**src/rtl/psw_pkg.sv**
```systemverilog
package psw_pkg;

   localparam int PSW_W = 8;

   // flag positions inside the status word
   localparam int BIT_C = 0;
   localparam int BIT_Z = 1;
   localparam int BIT_I = 2;
   localparam int BIT_D = 3;
   localparam int BIT_B = 4;
   localparam int BIT_T = 5;
   localparam int BIT_V = 6;
   localparam int BIT_N = 7;

   // which flags have explicit commands
   localparam logic [PSW_W-1:0] SET_CAPABLE = 8'b0010_1101;
   localparam logic [PSW_W-1:0] CLR_CAPABLE = 8'b0110_1101;

   // winning hardware update source, highest priority first in the arbiter
   typedef enum logic [2:0] {
      SRC_NONE  = 3'd0,
      SRC_PULL  = 3'd1,
      SRC_ARITH = 3'd2,
      SRC_SHIFT = 3'd3,
      SRC_BIT   = 3'd4,
      SRC_LOAD  = 3'd5
   } psw_src_e;

   function automatic logic [PSW_W-1:0] flag_bit(input int idx);
      logic [PSW_W-1:0] m;
      m = '0;
      m[idx] = 1'b1;
      return m;
   endfunction

endpackage

```
**src/rtl/psw_src_arbiter.sv**
```systemverilog
module psw_src_arbiter
   import psw_pkg::*;
(
   input  logic     pull_i,
   input  logic     arith_i,
   input  logic     shift_i,
   input  logic     bittest_i,
   input  logic     load_i,
   output psw_src_e src_o
);

   localparam int NUM_SRC = 5;

   logic     [NUM_SRC-1:0] req;
   psw_src_e               code [NUM_SRC];

   assign req = {load_i, bittest_i, shift_i, arith_i, pull_i};

   assign code[0] = SRC_PULL;
   assign code[1] = SRC_ARITH;
   assign code[2] = SRC_SHIFT;
   assign code[3] = SRC_BIT;
   assign code[4] = SRC_LOAD;

   // lowest index wins: scan from the bottom priority upward
   always_comb begin
      src_o = SRC_NONE;
      for (int k = NUM_SRC - 1; k >= 0; k--) begin
         if (req[k]) src_o = code[k];
      end
   end

endmodule

```
**src/rtl/psw_alu_flags.sv**
```systemverilog
module psw_alu_flags
   import psw_pkg::*;
#(
   parameter int DATA_W = 8
)
(
   input  psw_src_e          src_i,
   input  logic [DATA_W-1:0] res_i,
   input  logic              carry_i,
   input  logic              ovf_i,
   input  logic [DATA_W-1:0] opnd_i,
   input  logic [PSW_W-1:0]  pull_byte_i,
   output logic [PSW_W-1:0]  we_o,
   output logic [PSW_W-1:0]  val_o
);

   localparam int MSB  = DATA_W - 1;
   localparam int NMSB = DATA_W - 2;

   initial begin
      CHK_DATA_W: assert (DATA_W >= 2 && DATA_W <= 64)
         else $error("psw_alu_flags: DATA_W out of range");
   end

   logic res_zero;
   logic res_neg;
   logic and_zero;

   assign res_zero = ~|res_i;
   assign res_neg  = res_i[MSB];
   assign and_zero = ~|(res_i & opnd_i);

   always_comb begin
      we_o  = '0;
      val_o = '0;
      unique case (src_i)
         SRC_PULL: begin
            we_o  = ~flag_bit(BIT_B);
            val_o = pull_byte_i;
         end
         SRC_ARITH: begin
            we_o         = flag_bit(BIT_C) | flag_bit(BIT_Z) | flag_bit(BIT_V) | flag_bit(BIT_N);
            val_o[BIT_C] = carry_i;
            val_o[BIT_Z] = res_zero;
            val_o[BIT_V] = ovf_i;
            val_o[BIT_N] = res_neg;
         end
         SRC_SHIFT: begin
            we_o         = flag_bit(BIT_C) | flag_bit(BIT_Z) | flag_bit(BIT_N);
            val_o[BIT_C] = carry_i;
            val_o[BIT_Z] = res_zero;
            val_o[BIT_N] = res_neg;
         end
         SRC_BIT: begin
            we_o         = flag_bit(BIT_Z) | flag_bit(BIT_V) | flag_bit(BIT_N);
            val_o[BIT_Z] = and_zero;
            val_o[BIT_V] = opnd_i[NMSB];
            val_o[BIT_N] = opnd_i[MSB];
         end
         SRC_LOAD: begin
            we_o         = flag_bit(BIT_Z) | flag_bit(BIT_N);
            val_o[BIT_Z] = res_zero;
            val_o[BIT_N] = res_neg;
         end
         default: begin
            we_o  = '0;
            val_o = '0;
         end
      endcase
   end

endmodule

```
**src/rtl/psw_cmd_mask.sv**
```systemverilog
module psw_cmd_mask
   import psw_pkg::*;
#(
   parameter bit T_EN   = 1'b1,
   parameter bit DEC_EN = 1'b1
)
(
   input  logic [PSW_W-1:0] set_i,
   input  logic [PSW_W-1:0] clr_i,
   output logic [PSW_W-1:0] we_o,
   output logic [PSW_W-1:0] val_o
);

   localparam logic [PSW_W-1:0] OPT_OFF =
      (T_EN   ? '0 : flag_bit(BIT_T)) |
      (DEC_EN ? '0 : flag_bit(BIT_D));
   localparam logic [PSW_W-1:0] SET_OK = SET_CAPABLE & ~OPT_OFF;
   localparam logic [PSW_W-1:0] CLR_OK = CLR_CAPABLE & ~OPT_OFF;

   initial begin
      CHK_SET_SUBSET: assert ((SET_OK & ~CLR_OK) == '0)
         else $error("psw_cmd_mask: settable flag without clear");
   end

   for (genvar k = 0; k < PSW_W; k++) begin : g_flag
      logic set_eff;
      logic clr_eff;
      assign set_eff  = set_i[k] & SET_OK[k];
      assign clr_eff  = clr_i[k] & CLR_OK[k];
      assign we_o[k]  = set_eff | clr_eff;
      assign val_o[k] = ~clr_eff;
   end

endmodule

```
**src/rtl/psw_dec_valid.sv**
```systemverilog
module psw_dec_valid
   import psw_pkg::*;
#(
   parameter bit DEC_EN = 1'b1
)
(
   input  logic     clk,
   input  logic     rst_n,
   input  psw_src_e src_i,
   input  logic     addsub_i,
   input  logic     dmode_i,
   output logic     valid_o
);

   if (DEC_EN) begin : g_track
      logic valid_q;
      logic dec_hit;

      assign dec_hit = (src_i == SRC_ARITH) && addsub_i && dmode_i;

      always_ff @(posedge clk) begin
         if (!rst_n)                  valid_q <= 1'b1;
         else if (dec_hit)            valid_q <= 1'b0;
         else if (src_i != SRC_NONE)  valid_q <= 1'b1;
      end

      assign valid_o = valid_q;

      AST_VALID_HOLD: assert property (@(posedge clk) disable iff (!rst_n)
         (src_i == SRC_NONE) |=> (valid_o == $past(valid_o)));

      AST_VALID_RECOVER: assert property (@(posedge clk) disable iff (!rst_n)
         (src_i != SRC_NONE && src_i != SRC_ARITH) |=> valid_o);
   end else begin : g_always
      assign valid_o = 1'b1;
   end

endmodule

```
**src/rtl/psw_flag_unit.sv**
```systemverilog
module psw_flag_unit
   import psw_pkg::*;
#(
   parameter int DATA_W    = 8,
   parameter bit T_EN      = 1'b1,
   parameter bit DEC_EN    = 1'b1,
   parameter bit RST_IMASK = 1'b1
)
(
   input  logic              clk,
   input  logic              rst_n,
   input  logic [7:0]        set_cmd_i,
   input  logic [7:0]        clr_cmd_i,
   input  logic              arith_upd_i,
   input  logic              shift_upd_i,
   input  logic              load_upd_i,
   input  logic              bit_upd_i,
   input  logic              pull_upd_i,
   input  logic              dec_addsub_i,
   input  logic [DATA_W-1:0] alu_res_i,
   input  logic              alu_carry_i,
   input  logic              alu_ovf_i,
   input  logic [DATA_W-1:0] bit_opnd_i,
   input  logic [7:0]        pull_byte_i,
   input  logic              brk_push_i,
   input  logic              irq_req_i,
   input  logic              sw_brk_i,
   output logic [7:0]        psw_o,
   output logic [7:0]        push_byte_o,
   output logic              znv_valid_o,
   output logic              irq_accept_o
);

   // bits that can ever hold a 1 in the live word
   localparam logic [PSW_W-1:0] LIVE_MASK =
      ~flag_bit(BIT_B) &
      ~(T_EN   ? '0 : flag_bit(BIT_T)) &
      ~(DEC_EN ? '0 : flag_bit(BIT_D));
   localparam logic [PSW_W-1:0] RST_VAL = RST_IMASK ? flag_bit(BIT_I) : '0;

   initial begin
      CHK_PSW_W: assert (PSW_W == 8)
         else $error("psw_flag_unit: status word must be one byte");
   end

   psw_src_e           src;
   logic [PSW_W-1:0]   hw_we;
   logic [PSW_W-1:0]   hw_val;
   logic [PSW_W-1:0]   cmd_we;
   logic [PSW_W-1:0]   cmd_val;
   logic [PSW_W-1:0]   cand;
   logic [PSW_W-1:0]   psw_q;

   psw_src_arbiter u_arb (
      .pull_i    (pull_upd_i),
      .arith_i   (arith_upd_i),
      .shift_i   (shift_upd_i),
      .bittest_i (bit_upd_i),
      .load_i    (load_upd_i),
      .src_o     (src)
   );

   psw_alu_flags #(.DATA_W(DATA_W)) u_alu (
      .src_i       (src),
      .res_i       (alu_res_i),
      .carry_i     (alu_carry_i),
      .ovf_i       (alu_ovf_i),
      .opnd_i      (bit_opnd_i),
      .pull_byte_i (pull_byte_i),
      .we_o        (hw_we),
      .val_o       (hw_val)
   );

   psw_cmd_mask #(.T_EN(T_EN), .DEC_EN(DEC_EN)) u_cmd (
      .set_i (set_cmd_i),
      .clr_i (clr_cmd_i),
      .we_o  (cmd_we),
      .val_o (cmd_val)
   );

   // per-flag merge: command first, then the winning hardware source
   for (genvar k = 0; k < PSW_W; k++) begin : g_merge
      assign cand[k] = cmd_we[k] ? cmd_val[k] :
                       hw_we[k]  ? hw_val[k]  : psw_q[k];
   end

   always_ff @(posedge clk) begin
      if (!rst_n) psw_q <= RST_VAL;
      else        psw_q <= cand & LIVE_MASK;
   end

   psw_dec_valid #(.DEC_EN(DEC_EN)) u_dec (
      .clk      (clk),
      .rst_n    (rst_n),
      .src_i    (src),
      .addsub_i (dec_addsub_i),
      .dmode_i  (psw_q[BIT_D]),
      .valid_o  (znv_valid_o)
   );

   for (genvar k = 0; k < PSW_W; k++) begin : g_push
      if (k == BIT_B) begin : g_brk
         assign push_byte_o[k] = brk_push_i;
      end else begin : g_live
         assign push_byte_o[k] = psw_q[k];
      end
   end

   assign psw_o        = psw_q;
   assign irq_accept_o = sw_brk_i | (irq_req_i & ~psw_q[BIT_I]);

   AST_SET_CARRY: assert property (@(posedge clk) disable iff (!rst_n)
      (set_cmd_i[BIT_C] && !clr_cmd_i[BIT_C]) |=> psw_o[BIT_C]);

   AST_CLR_WINS: assert property (@(posedge clk) disable iff (!rst_n)
      clr_cmd_i[BIT_I] |=> !psw_o[BIT_I]);

   AST_CMD_OVER_ALU: assert property (@(posedge clk) disable iff (!rst_n)
      (clr_cmd_i[BIT_V] && (arith_upd_i || bit_upd_i || pull_upd_i)) |=> !psw_o[BIT_V]);

   AST_ZERO_ARITH: assert property (@(posedge clk) disable iff (!rst_n)
      (arith_upd_i && !pull_upd_i && alu_res_i == '0) |=> psw_o[BIT_Z]);

   AST_LOAD_KEEPS_CARRY: assert property (@(posedge clk) disable iff (!rst_n)
      (load_upd_i && !arith_upd_i && !shift_upd_i && !pull_upd_i &&
       !set_cmd_i[BIT_C] && !clr_cmd_i[BIT_C])
      |=> (psw_o[BIT_C] == $past(psw_o[BIT_C])));

   AST_PULL_NO_BRK: assert property (@(posedge clk) disable iff (!rst_n)
      pull_upd_i |=> !psw_o[BIT_B]);

   AST_IRQ_MASKED: assert property (@(posedge clk) disable iff (!rst_n)
      (psw_o[BIT_I] && !sw_brk_i) |-> !irq_accept_o);

   if (DEC_EN) begin : g_dec_ast
      AST_DEC_INVALID: assert property (@(posedge clk) disable iff (!rst_n)
         (arith_upd_i && !pull_upd_i && dec_addsub_i && psw_o[BIT_D]) |=> !znv_valid_o);
   end

endmodule

```
**config.mk**
```make
export PLATFORM = sky130hd
export DESIGN_NAME = psw_flag_unit
export DESIGN_NICKNAME = d
export VERILOG_FILES = /design/src/rtl/psw_pkg.sv /design/src/rtl/psw_src_arbiter.sv /design/src/rtl/psw_alu_flags.sv /design/src/rtl/psw_cmd_mask.sv /design/src/rtl/psw_dec_valid.sv /design/src/rtl/psw_flag_unit.sv
export SDC_FILE = /design/constraint.sdc
export NUM_CORES = 1
export LEC_CHECK = 0
export ABC_AREA = 1
export ABC_CLOCK_PERIOD_IN_PS = 2100
export BUFFER_PORTS_ARGS = -buffer_cell sky130_fd_sc_hd__buf_2
export CORE_UTILIZATION = 29
export CTS_BUF_LIST = sky130_fd_sc_hd__clkbuf_8
export CTS_CLUSTER_SIZE = 14
export DETAILED_ROUTE_END_ITERATION = 10
export HOLD_SLACK_MARGIN = 0.08
export RECOVER_POWER = 100
export SKIP_CTS_REPAIR_TIMING = 1
export SKIP_LAST_GASP = 1
export SLEW_MARGIN = 40
export SYNTH_ARGS = -nofsm -noshare
export SYNTH_HDL_FRONTEND = slang
export SYNTH_HIERARCHICAL = 1
export SYNTH_SLANG_ARGS = --single-unit
```
**constraint.sdc**
```tcl
create_clock -name clk -period 2.1 [get_ports clk]
set_clock_uncertainty 0.15 [all_clocks]
set_input_delay 0.105 -clock clk [delete_from_list [all_inputs] [get_ports clk]]
set_output_delay 0.105 -clock clk [all_outputs]
set_load 0.005 [all_outputs]
```
* Yosys cells after proc, flatten, opt, wreduce, memory -nomap -nowiden
Index checks and enable logic that the tools add are counted.
** Storage, ports and cells
- Flip-flop bits (word level) :: 9
- Bits of input ports :: 53
- Output and inout port bits :: 18
- Word-level logic and storage cells :: 65
** Operators by class
- Eq/ne operators :: 5
- Mux-type cells :: 23
- Bitwise logic cells :: 13
- Reduce and logical (&&, ||, !) cells :: 15
** Operators by type and width (number)
- $pmux 8 s5 :: 1
- $reduce_or 8->1 :: 2
- $mux 3 :: 5
- $mux 1 :: 12
- $reduce_bool 2->1 :: 6
- $pmux 1 s3 :: 3
- $and 8x8->8 :: 1
- $eq 3x2->1 const B :: 2
- $eq 3x3->1 const B :: 2
- $not 1->1 :: 6
- $or 1x1->1 :: 5
- $mux 4 :: 1
- $eq 3x1->1 const B :: 1
- $reduce_bool 3->1 :: 1
- $reduce_or 3->1 :: 1
- $logic_and 1x1->1 :: 2
- $logic_not 1->1 :: 2
- $pmux 1 s2 :: 1
- $reduce_or 2->1 :: 1
- $and 1x1->1 :: 1

* Depth between registers and ports, before layout
- Word-level depth :: 10
- Depth in mapped cells :: 14
- Mapped depth without buffers :: 13

* Cells and area by module
The synthesis kept the hierarchy.
** By module, submodules not included
- psw_flag_unit :: instances 1, cells each 75, area an instance 445.4 µm², sequential area each 140.1 µm²
- psw_alu_flags :: instances 1, cells each 63, area an instance 297.8 µm², sequential area each 0.0 µm²
- psw_cmd_mask :: instances 1, cells each 22, area an instance 118.9 µm², sequential area each 0.0 µm²
- psw_src_arbiter :: instances 1, cells each 12, area an instance 47.5 µm², sequential area each 0.0 µm²
- psw_dec_valid :: instances 1, cells each 7, area an instance 45.0 µm², sequential area each 20.0 µm²

* Least setup slack after synthesis
No wires, ideal clock.
- Path kind :: input-to-reg
- Start point :: input port arith_upd_i
- End point :: register psw_q[7], in the netlist psw_o[7]
- Setup time :: 0.112 ns
- Arrival time :: 1.362 ns
- Required time :: 1.838 ns
- Slack :: 0.476 ns
- Stages :: 10
- Buffers on the path :: 1
- Cell sequence :: inv_2 a21oi_1 nor3_4 inv_4 nand4_1 buf_4 nand2_1 nand2_1 nor2_1 nor2_1
** On the way
- Elaborated cells between the ends (all ways) :: 10
- Those cells by class :: eq/ne (5); mux (4); reduce/logical (1)
** RTL lines
- start: declaration :: RTL line psw_flag_unit.sv:14 : input logic arith_upd_i,
- $mux 3 * (2 in a row) :: RTL line psw_src_arbiter.sv:29 : if (req[k]) src_o = code[k];
- named net src[1] :: RTL line psw_flag_unit.sv:46 : psw_src_e src;
- $eq 3x3->1, or another cell as far along :: RTL line psw_alu_flags.sv:36 : unique case (src_i)
- $pmux 8 s5 * :: RTL line psw_alu_flags.sv:36
- named net hw_we[7] :: RTL line psw_flag_unit.sv:47 : logic [PSW_W-1:0] hw_we;
- end signal: assignment :: RTL line psw_flag_unit.sv:89 : else psw_q <= cand & LIVE_MASK;
- end: declaration :: RTL line psw_flag_unit.sv:52 : logic [PSW_W-1:0] psw_q;
The timed path passes the listed nets; every way through them passes the cells marked *.
A chain may end at the register's enable or synchronous reset.

==> results.sh <==
export IMPL_numCtsBuffers=3
export IMPL_ctsHtreeMaxLevel=1
export IMPL_placed_cell_area_um2=1170
export IMPL_clkTransAtPathRegs_ns=0.04
export IMPL_whs_ns=0.0401
export IMPL_worstSkewPairLatency_ns=0.23
export IMPL_layoutNonFillerInstCount=273
export IMPL_timing_hold_violations_final=0
export IMPL_io_pins=71
export IMPL_cp_required_ns=2.07
export IMPL_globalRouteOverflowTotal=0
export IMPL_fp_coreArea_um2=3030
export IMPL_final_worst_path_period_need_ns=1.80
export IMPL_grt_start_max_net_pins=11
export IMPL_crit_path_max_fanout=8
export IMPL_dieWidth_um=58.3
export IMPL_drt_drc_violations_left=0
export IMPL_syn_inst_count=173
export IMPL_final_setup_viol_count=0
export IMPL_start_util_pct=30.3
export IMPL_run_status="finished clean"
export IMPL_total_power_uw=546
export IMPL_grt_first_pass_wirelength_um=3270
export IMPL_detail_route_iter0_violations=23
export IMPL_vias_per_cell=3.79
export IMPL_number_of_antenna_violations_at_the_first_check_in_global_routing=0
export IMPL_count_of_clock_tree_sinks=8
export IMPL_place_detailed_hpwl_um=1670
export IMPL_power_leakage_nw=0.767
export IMPL_layout_cells_sized_above_1_pct=33.2
export IMPL_fp_row_count=20
export IMPL_startpoint_type="primary input"
export IMPL_first_pass_iters=4
export IMPL_floorplan_die_height_um=58.3
export IMPL_tritoncts_clock_tree="yes"
export IMPL_drt_wirelength_per_cell_um=7.59
export IMPL_timing_max_cap_violations=0
export IMPL_vias_in_the_first_global_route=830
export IMPL_clock_root_buffer="clkbuf_8"
export IMPL_fp_dieArea_um2=3400
export IMPL_slew_viol_final=0
export IMPL_worstSetupPathType="primary input to register"
export IMPL_synth_warning_count=6
export IMPL_final_util_pct=41.7
export IMPL_min_delay_start="clr_cmd_i[6]"
export IMPL_p_per_area_nw_per_um2=432
export IMPL_area_growth_synth_to_final_pct=37.5
export IMPL_vdd_drop_max_mv=0.157
export IMPL_worstSetupStartpoint="rst_n"
export IMPL_number_of_buffers_inserted_by_port_buffering=59
export IMPL_finalNetCount=284
export IMPL_place_gp_congestion=0.741
export IMPL_fin_area_um2=1260
export IMPL_totalWireLength_um=2070
export IMPL_fin_tns_setup_ns=0
export IMPL_timing_hold_worst_class="primary input to register"
export IMPL_antennaDiodeCount=0
export IMPL_route_vias_total=1035
export IMPL_rr_startpoint="psw_o[3]"
export IMPL_grtUsageTotal_pct=12.4
export IMPL_synth_avg_cell_area_um2=5.31
export IMPL_placed_cells=264
export IMPL_timing_final_ws_setup_ns=0.300
export IMPL_synth_cell_area_um2=918
export IMPL_cts_root_to_sink_buffers=2
export IMPL_grt_setup_unrepaired="false"
export IMPL_post_route_period_util_pct=85.7
export IMPL_setup_worst_path_end_class="register"
export IMPL_arrival_ns=1.77
export IMPL_pre_cts_slack_ns=0.553
export IMPL_maxClockFrequency_ghz=0.556
export IMPL_drtAntennaViolNets=0
-- final timing paths --
path	slack, ns	cells after the start	end
worst max-delay path	0.30	5	psw_o[2]
worst min-delay path	0.04	5	psw_o[6]
worst max register to register	0.75	4	u_dec/valid_o
worst min register to register	0.41	4	psw_o[5]
-- layer usage --
metal / GRT usage, % / routed length (um) / vias to the layer above
met2: 20.7 / 992 / 31
met5: 0 / 0 / -
met4: 6.12 / 23 / 0
met3: 2.68 / 112 / 2
met1: 15.0 / 943 / 408
li1: - / - / 594
-- state kept, by name, summed over array words and instances, names as in the netlist --
signal         flops
u_dec/valid_o      1
psw_o              7
-- placed cells by master (no fill, tap or decap), drive strengths merged --
cell type    instances
a21boi               1
a21o                 1
a21oi                1
buf                 56
clkbuf               9
conb                 5
dfxtp                8
dlygate4sd3          6
inv                 38
nand2               53
nand3                8
nand3b               1
nand4                2
nor2                31
nor3                 3
o21ai                6
-- report_power, final --
part | total [mW] | leakage, nW | internal, mW | switching [mW]
combinational | 0.185 | 0.679 | 0.0893 | 0.0961
sequential | 0.171 | 0.0665 | 0.164 | 0.00705
clock | 0.190 | 0.0216 | 0.125 | 0.0649
total | 0.546 | 0.767 | 0.378 | 0.168
-- critical path: stages --
cell and delay (ns):
dlygate4sd3_1 0.52, clkbuf_1 0.30, a21boi_0 0.22, dlygate4sd3_1 0.57, nand2_1 0.05
-- final cells by class --
class / instances / area, um2
clock buffers: 3 / 41.3
fillers: 362 / 1770
inverters: 38 / 145
multi-input cells: 112 / 493
flip-flops and latches: 8 / 160
well taps: 44 / 55.1
repair buffers: 68 / 368
No activity file was read; power rests on OpenSTA's default activity.
